==> config.mk <==
export PLATFORM = sky130hd
export DESIGN_NAME = bus_timeout_monitor
export DESIGN_NICKNAME = d
export VERILOG_FILES = /design/src/rtl/btm_pkg.sv /design/src/rtl/btm_phase_counter.sv /design/src/rtl/btm_master_lane.sv /design/src/rtl/btm_status.sv /design/src/rtl/bus_timeout_monitor.sv
export SDC_FILE = /design/constraint.sdc
export NUM_CORES = 1
export LEC_CHECK = 0
export ABC_AREA = 1
export BUFFER_PORTS_ARGS = -buffer_cell sky130_fd_sc_hd__buf_2
export CAP_MARGIN = 0
export CORE_ASPECT_RATIO = 0.5
export CORE_MARGIN = 2
export CORE_UTILIZATION = 64
export CTS_CLUSTER_DIAMETER = 50
export DETAILED_ROUTE_END_ITERATION = 8
export GPL_TIMING_DRIVEN = 0
export PLACE_DENSITY = 0.93
export SLEW_MARGIN = 40
export SYNTH_ARGS = -nofsm -noshare
export SYNTH_HDL_FRONTEND = slang
export SYNTH_SLANG_ARGS = --single-unit
==> constraint.sdc <==
create_clock -name clk -period 6.8 [get_ports clk]
set_input_delay 1.36 -clock clk [delete_from_list [all_inputs] [get_ports clk]]
set_output_delay 1.36 -clock clk [all_outputs]
set_load 0.05 [all_outputs]
==> src/rtl/btm_pkg.sv <==
package btm_pkg;
   typedef enum logic [0:0] {
      PH_REQ = 1'b0,
      PH_RSP = 1'b1
   } btm_phase_e;

   function automatic logic btm_key_match(input logic wr, input logic [3:0] key,
                                          input logic [3:0] want);
      return wr && (key == want);
   endfunction
endpackage

==> src/rtl/btm_phase_counter.sv <==
module btm_phase_counter #(
   parameter int CNT_W = 8
) (
   input  logic             clk,
   input  logic             rst_n,
   input  logic             clear,
   input  logic             run,
   input  logic [CNT_W-1:0] threshold,
   output logic             hit
);
   localparam int EXT_W = CNT_W + 1;

   logic [CNT_W-1:0] cnt;
   logic             below;
   logic [EXT_W-1:0] next_ext;

   assign below    = cnt < threshold;
   assign next_ext = {1'b0, cnt} + EXT_W'(1);
   // flag on the step that lands exactly on the limit
   assign hit      = run && below && (next_ext == {1'b0, threshold});

   always_ff @(posedge clk) begin
      if (!rst_n) begin
         cnt <= '0;
      end else if (clear || !run) begin
         cnt <= '0;
      end else if (below) begin
         cnt <= cnt + 1'b1;
      end
   end
endmodule

==> src/rtl/btm_master_lane.sv <==
module btm_master_lane #(
   parameter int CNT_W = 8
) (
   input  logic             clk,
   input  logic             rst_n,
   input  logic             clear,
   input  logic             req_valid,
   input  logic             req_accept,
   input  logic             rsp_valid,
   input  logic [CNT_W-1:0] threshold,
   output logic             acc_hit,
   output logic             rsp_hit
);
   logic outstanding;
   logic take;
   logic acc_run;
   logic rsp_run;

   assign take    = req_valid && req_accept;
   assign acc_run = req_valid && !req_accept;
   assign rsp_run = outstanding && !rsp_valid && !take;

   always_ff @(posedge clk) begin
      if (!rst_n) begin
         outstanding <= 1'b0;
      end else if (clear) begin
         outstanding <= 1'b0;
      end else if (take) begin
         outstanding <= 1'b1;
      end else if (rsp_valid) begin
         outstanding <= 1'b0;
      end
   end

   btm_phase_counter #(.CNT_W(CNT_W)) u_req_cnt (
      .clk       (clk),
      .rst_n     (rst_n),
      .clear     (clear),
      .run       (acc_run),
      .threshold (threshold),
      .hit       (acc_hit)
   );

   btm_phase_counter #(.CNT_W(CNT_W)) u_rsp_cnt (
      .clk       (clk),
      .rst_n     (rst_n),
      .clear     (clear),
      .run       (rsp_run),
      .threshold (threshold),
      .hit       (rsp_hit)
   );
endmodule

==> src/rtl/btm_status.sv <==
module btm_status #(
   parameter int NUM_MASTERS = 4,
   parameter bit ERR_PIPE    = 1'b0
) (
   input  logic                   clk,
   input  logic                   rst_n,
   input  logic                   clear,
   input  logic [NUM_MASTERS-1:0] acc_hit,
   input  logic [NUM_MASTERS-1:0] rsp_hit,
   output logic [NUM_MASTERS-1:0] acc_stat,
   output logic [NUM_MASTERS-1:0] rsp_stat,
   output logic                   err
);
   logic any_set;

   for (genvar g = 0; g < NUM_MASTERS; g++) begin : g_bit
      always_ff @(posedge clk) begin
         if (!rst_n || clear) begin
            acc_stat[g] <= 1'b0;
            rsp_stat[g] <= 1'b0;
         end else begin
            if (acc_hit[g]) acc_stat[g] <= 1'b1;
            if (rsp_hit[g]) rsp_stat[g] <= 1'b1;
         end
      end
   end

   assign any_set = (|acc_stat) || (|rsp_stat);

   if (ERR_PIPE) begin : g_err_reg
      logic err_q;
      always_ff @(posedge clk) begin
         if (!rst_n) err_q <= 1'b0;
         else        err_q <= any_set;
      end
      assign err = err_q;
   end else begin : g_err_comb
      assign err = any_set;
   end
endmodule

==> src/rtl/bus_timeout_monitor.sv <==
module bus_timeout_monitor #(
   parameter int          NUM_MASTERS = 4,
   parameter int          CNT_W       = 8,
   parameter int          KEY_W       = 4,
   parameter logic [3:0]  CLEAR_KEY   = 4'hA,
   parameter bit          ERR_PIPE    = 1'b0
) (
   input  logic                   clk,
   input  logic                   rst_n,
   input  logic [NUM_MASTERS-1:0] req_valid,
   input  logic [NUM_MASTERS-1:0] req_accept,
   input  logic [NUM_MASTERS-1:0] rsp_valid,
   input  logic [CNT_W-1:0]       threshold,
   input  logic                   clr_wr,
   input  logic [KEY_W-1:0]       clr_key,
   output logic [NUM_MASTERS-1:0] acc_to_stat,
   output logic [NUM_MASTERS-1:0] rsp_to_stat,
   output logic                   err_out
);
   import btm_pkg::*;

   if (NUM_MASTERS < 1) begin : g_bad_masters
      $error("NUM_MASTERS must be at least 1");
   end
   if (CNT_W < 2 || CNT_W > 32) begin : g_bad_cnt
      $error("CNT_W must lie in 2..32");
   end
   if (KEY_W != 4) begin : g_bad_key
      $error("KEY_W must be 4");
   end

   logic                   clear;
   logic [NUM_MASTERS-1:0] acc_hit;
   logic [NUM_MASTERS-1:0] rsp_hit;

   assign clear = btm_key_match(clr_wr, clr_key, CLEAR_KEY);

   for (genvar m = 0; m < NUM_MASTERS; m++) begin : g_lane
      btm_master_lane #(.CNT_W(CNT_W)) u_lane (
         .clk        (clk),
         .rst_n      (rst_n),
         .clear      (clear),
         .req_valid  (req_valid[m]),
         .req_accept (req_accept[m]),
         .rsp_valid  (rsp_valid[m]),
         .threshold  (threshold),
         .acc_hit    (acc_hit[m]),
         .rsp_hit    (rsp_hit[m])
      );
   end

   btm_status #(.NUM_MASTERS(NUM_MASTERS), .ERR_PIPE(ERR_PIPE)) u_status (
      .clk      (clk),
      .rst_n    (rst_n),
      .clear    (clear),
      .acc_hit  (acc_hit),
      .rsp_hit  (rsp_hit),
      .acc_stat (acc_to_stat),
      .rsp_stat (rsp_to_stat),
      .err      (err_out)
   );
endmodule

# Yosys cells after proc, flatten, opt, wreduce, memory -nomap -nowiden
# Cells that the tools add are included.
dict set report op_classes {
  multipliers 0
  order_cmp 8
  n_mux 8
  n_addsub 16
  div 0
  n_bitwise 1
  shifts 0
  n_eq_ne 9
  n_reduce_logical 79
}
# operator n
set op_table {}
lappend op_table {{$add A8 B1 Y9 const B} 8}
lappend op_table {{$eq A9 B8 Y1} 8}
lappend op_table {{$add A8 B1 Y8 const B} 8}
lappend op_table {{$lt A8 B8 Y1} 8}
lappend op_table {{$logic_and A1 B1 Y1} 33}
lappend op_table {{$logic_not A1 Y1} 21}
lappend op_table {{$reduce_or A2 Y1} 9}
lappend op_table {{$logic_or A1 B1 Y1} 10}
lappend op_table {{$mux W1} 8}
lappend op_table {{$reduce_bool A2 Y1} 4}
lappend op_table {{$reduce_or A4 Y1} 2}
lappend op_table {{$eq A4 B4 Y1 const B} 1}
lappend op_table {{$not A1 Y1} 1}
dict set report totals {
  memories 0
  mem_bits_rw 0
  register_bits 76
  output_inout_bits 9
  romBits 0
  elab_cells 141
  latchBits 0
}

# Logic depth before layout (Yosys ltp)
dict set report logic_depth {
  word_depth 6
  ltp_mapped 12
}

# Hierarchy
# From an unflattened synthesis, not the netlist that was laid out.
dict set report unflattened {
  hier_cells 1174
  area_unflattened_um2 7235.7
}
# module area_per_inst_um2 seq_area_each_um2 n_inst cells_each
set modules_own_cells {}
lappend modules_own_cells {{btm_phase_counter at g_lane[0].u_lane.u_req_cnt ...} 839.6 160.2 7 136}
lappend modules_own_cells {{btm_phase_counter at g_lane[3].u_lane.u_rsp_cnt} 804.5 160.2 1 136}
lappend modules_own_cells {btm_status 286.5 160.2 1 41}
lappend modules_own_cells {btm_master_lane 60.1 20.0 4 10}
lappend modules_own_cells {bus_timeout_monitor 27.5 0.0 1 5}

# Least setup slack after synthesis
# No wires, ideal clock.
dict set report synth_timing {
  path_kind {input to register}
  startpoint {input port threshold[5]}
  endpoint {register g_lane[0].u_lane.u_rsp_cnt.cnt[7]}
  setup_ns 0.086
  n_path_buf 2
  stages 9
  slack_ns 3.684
  arrival_ns 3.030
  cell_sequence {buf_2 clkinv_1 ha_1 a21oi_1 o21ai_0 a21oi_4 buf_2 nor2_1 a211oi_1}
}
dict set report synth_via {
  elab_chain_cells 1
}
# item line_no
set synth_rtl {}
lappend synth_rtl {{start: declaration} bus_timeout_monitor.sv:13} ;# input logic [CNT_W-1:0] threshold,
lappend synth_rtl {{$lt A8 B8 Y1} btm_phase_counter.sv:17} ;# assign below = cnt < threshold;
lappend synth_rtl {{end signal: assignment} btm_phase_counter.sv:28} ;# cnt <= cnt + 1'b1;
lappend synth_rtl {{end: declaration} btm_phase_counter.sv:13} ;# logic [CNT_W-1:0] cnt;
# No other way between the ends.
# A chain may end at the register's enable or synchronous reset.

# Worst setup path after layout
dict set report layout_timing {
  startpoint {input port threshold[5]}
  endpoint {register u_status.acc_stat[1]}
}
dict set report layout_via {
  elab_chain_cells 3
}
# item line_no
set layout_rtl {}
lappend layout_rtl {{$lt A8 B8 Y1} btm_phase_counter.sv:17}
lappend layout_rtl {{$logic_and A1 B1 Y1} btm_phase_counter.sv:20} ;# assign hit = run && below && (next_ext == {1'b0, threshold});
lappend layout_rtl {{$logic_and A1 B1 Y1 *} btm_phase_counter.sv:20}
lappend layout_rtl {{end signal: indexed assignment} btm_status.sv:19} ;# acc_stat[g] <= 1'b0;
lappend layout_rtl {{end signal: indexed assignment} btm_status.sv:22} ;# if (acc_hit[g]) acc_stat[g] <= 1'b1;
lappend layout_rtl {{end: declaration} btm_status.sv:10} ;# output logic [NUM_MASTERS-1:0] acc_stat,
# Every way passes the cells marked *; elsewhere a longest branch is shown, timed or not.

==> impl_metrics.ini <==
[yosys]
yosysUniqueCellTypes = 31
syn_nets = 1134
ys.flop_type = dfxtp_1
ys_seq_area_frac = 0.238
ys_ff_latch = 76
yosysWarnings = 0
synth_area_sq_um = 6400
syn_inst = 1035
synth-edff-count = 0
syn_avg_cell_area_sq_um = 6.19
async_flop_share = 0

[flow_run]
cap_violations = 0

[layout]
diodes = 0
fillers = 762
seqCellArea_sq_um = 1520
drive_gt1_frac = 0.0750
area_growth_pct = 9.34
finalNetCount = 1174
mostFrequentLayoutCells = nand2_1, inv_1, nand3_1
fin_cells = 1215
multi_input_area_sq_um = 4260
finalInstanceArea_sq_um = 7000
final_common_cell = nand2_1

[placed_design]
dpl.cell_count = 1199
place_hpwl_mm = 12.4
io_buffers = 29
dpl_cell_area_sq_um = 6720
gp_congestion = 0.970

[power]
power_density_nw_per_um2 = 147
totalPowerFinal_w = 0.00103
vdd_drop_max_mv = 0.136
power.leakage_nw = 3.37

[detailed_routing]
ant_nets = 0
drtPass1Iterations = 6
vias_per_cell = 5.91
drt_iter0_drc = 702
wl_mm = 18.1
drc_errors = 0
wl_per_cell_um = 14.9
num_vias = 7184

[critical_path]
slowest_delay_ns = 0.71
critical_path.endpoint_type = register
r2r_cells = 7
cp.arrival_ns = 4.09
path_cells = buf_2 -> clkinv_1 -> ha_1 -> a21oi_1 -> o21ai_0 -> a21oi_1 -> buf_2 -> nand4_1 -> a21oi_1
startpoint = threshold[5]
worstPathMaxFanout = 16
cp-start-kind = primary input
reg2reg_to = g_lane[0].u_lane.u_rsp_cnt.cnt[6]$_SDFFE_PP0N_
critPathKind = primary input to register
crit_required_ns = 7.08
slowest_stage = clkinv_1
r2r_slack_ns = 4.79
r2r-start = g_lane[0].u_lane.u_rsp_cnt.cnt[3]$_SDFFE_PP0N_
crit_top_cell = a21oi_1

[timing]
post-route-min-period_ns = 3.82
finalHoldViolCount = 0
slew_violations = 0
setup_tns_ns = 0
hold_ws_ns = 0.474
rsz0062_at_grt = no
slew_headroom = 0.472
max_freq_ghz = 0.262
skew_ns = 0.00649
fin_crit_sh = 0.561
tightest_slew_ns = 0.787
finalSetupViolations = 0

[grt]
grt_pass1_vias = 6085
antenna_found_initial = 0
grt_max_degree = 18
grt_use_total = 0.331
overflow = 0
grt_pass1_wl_mm = 28.4

[floorplan]
initial_core_util = 0.669
rows = 25
coreArea_sq_um = 9570
die-area_sq_um = 10900
die_w_um = 145
die_y_um = 74.7
io_pins = 36

[worst_hold_path]
hold_start = g_lane[2].u_lane.outstanding$_SDFFE_PP0P_
hold_end = g_lane[2].u_lane.outstanding$_SDFFE_PP0P_
holdPathStages = 2
hold_class = register to register

[clocking]
clkLatencyLatePin_ns = 0.35
cts_hold_buf = 0
clk_pin_slew_ns = 0.06
ctsRootBufferMaster = clkbuf_16
cts-resized-gates = 0
cts_tree = built
cts_buffers = 9
htree_num_levels = 3
post_cts_buffers = 0
cts_sinks = 76
clock_path_buffers = 2

[run_status]
status = complete, no violations
[cell families after synthesis]
logic type	Yosys count	synth area share
compound gates	152	0.138
xor+xnor	12	0.0164
buf+inv	155	0.0971
fa+ha+maj	72	0.141
simple gates	568	0.370
flops	76	0.238
[how the worst max path moves through the flow]
stage / slack (ns) / to
3_5_place_dp: 2.80 / u_status.acc_stat[0]$_SDFFE_PP0P_
3_3_place_gp: 2.86 / u_status.acc_stat[0]$_SDFFE_PP0P_
2_1_floorplan: 3.68 / g_lane[0].u_lane.u_rsp_cnt.cnt[7]$_SDFFE_PP0N_
5_1_grt: 2.99 / u_status.acc_stat[0]$_SDFFE_PP0P_
6_report: 2.98 / u_status.acc_stat[1]$_SDFFE_PP0P_
4_1_cts: 3.14 / g_lane[0].u_lane.u_rsp_cnt.cnt[6]$_SDFFE_PP0N_
[registers in the layout, indices dropped and copies added (netlist names)]
name and cells:
g_lane.u_lane.u_req_cnt.cnt 32, g_lane.u_lane.u_rsp_cnt.cnt 32, g_lane.u_lane.outstanding 4, u_status.acc_stat 4
u_status.rsp_stat 4
[metrics by stage]
stage               worst slack (ns)  utilization
finish                          2.98        0.732
global route                    2.99        0.732
CTS                             3.14        0.732
detailed placement              2.80        0.702
global placement                2.86        0.702
floorplan                       3.68            -
[routing by layer]
metal / up-vias / track usage / share of wire
met2: 432 / 0.560 / 0.44
met5: - / 0 / 0
met3: 73 / 0.0630 / 0.11
met1: 3196 / 0.425 / 0.42
met4: 0 / 0.146 / 0.031
li1: 3483 / - / -
[synthesized netlist by cell type, types with 4 or more instances]
master    count  area [sq um]
a211oi_1     34           255
a21oi_1      82           410
buf_2        14          70.1
buf_4         6          45.0
clkinv_1      5          18.8
dfxtp_1      76          1520
ha_1         72           901
inv_1       128           480
nand2_1     315          1180
nand2_2       6          37.5
nand3_1     111           556
nand4_1      15          93.8
nor2_1      107           402
nor2_2        4          25.0
o21ai_0      22           110
xnor2_1       6          52.6
xor2_1        6          52.6
[critical path, delay by kind of cell]
kind            cells  cell delay (ns)
buf+inv             3             1.27
simple gates        1             0.20
fa+ha+maj           1             0.58
compound gates      4             0.68
[where the power goes]
| group | leakage [nW] | internal, W | switching (W) |
|---|---|---|---|
| clock network | 0.140 | 0.000277 | 0.000196 |
| logic | 2.62 | 0.0000338 | 0.0000740 |
| registers | 0.613 | 0.000448 | 0.00000233 |
[final cells by class]
type | count | share of cell area
clock buffers | 15 | 0.0397
plain buffers | 21 | 0.0172
repair buffers | 29 | 0.0207
multi-input cells | 804 | 0.608
inverters | 134 | 0.0718
flip-flops and latches | 76 | 0.217
clock inverters | 1 | 0.000715
well taps | 135 | 0.0241
No activity file was read; power rests on OpenSTA's default activity.
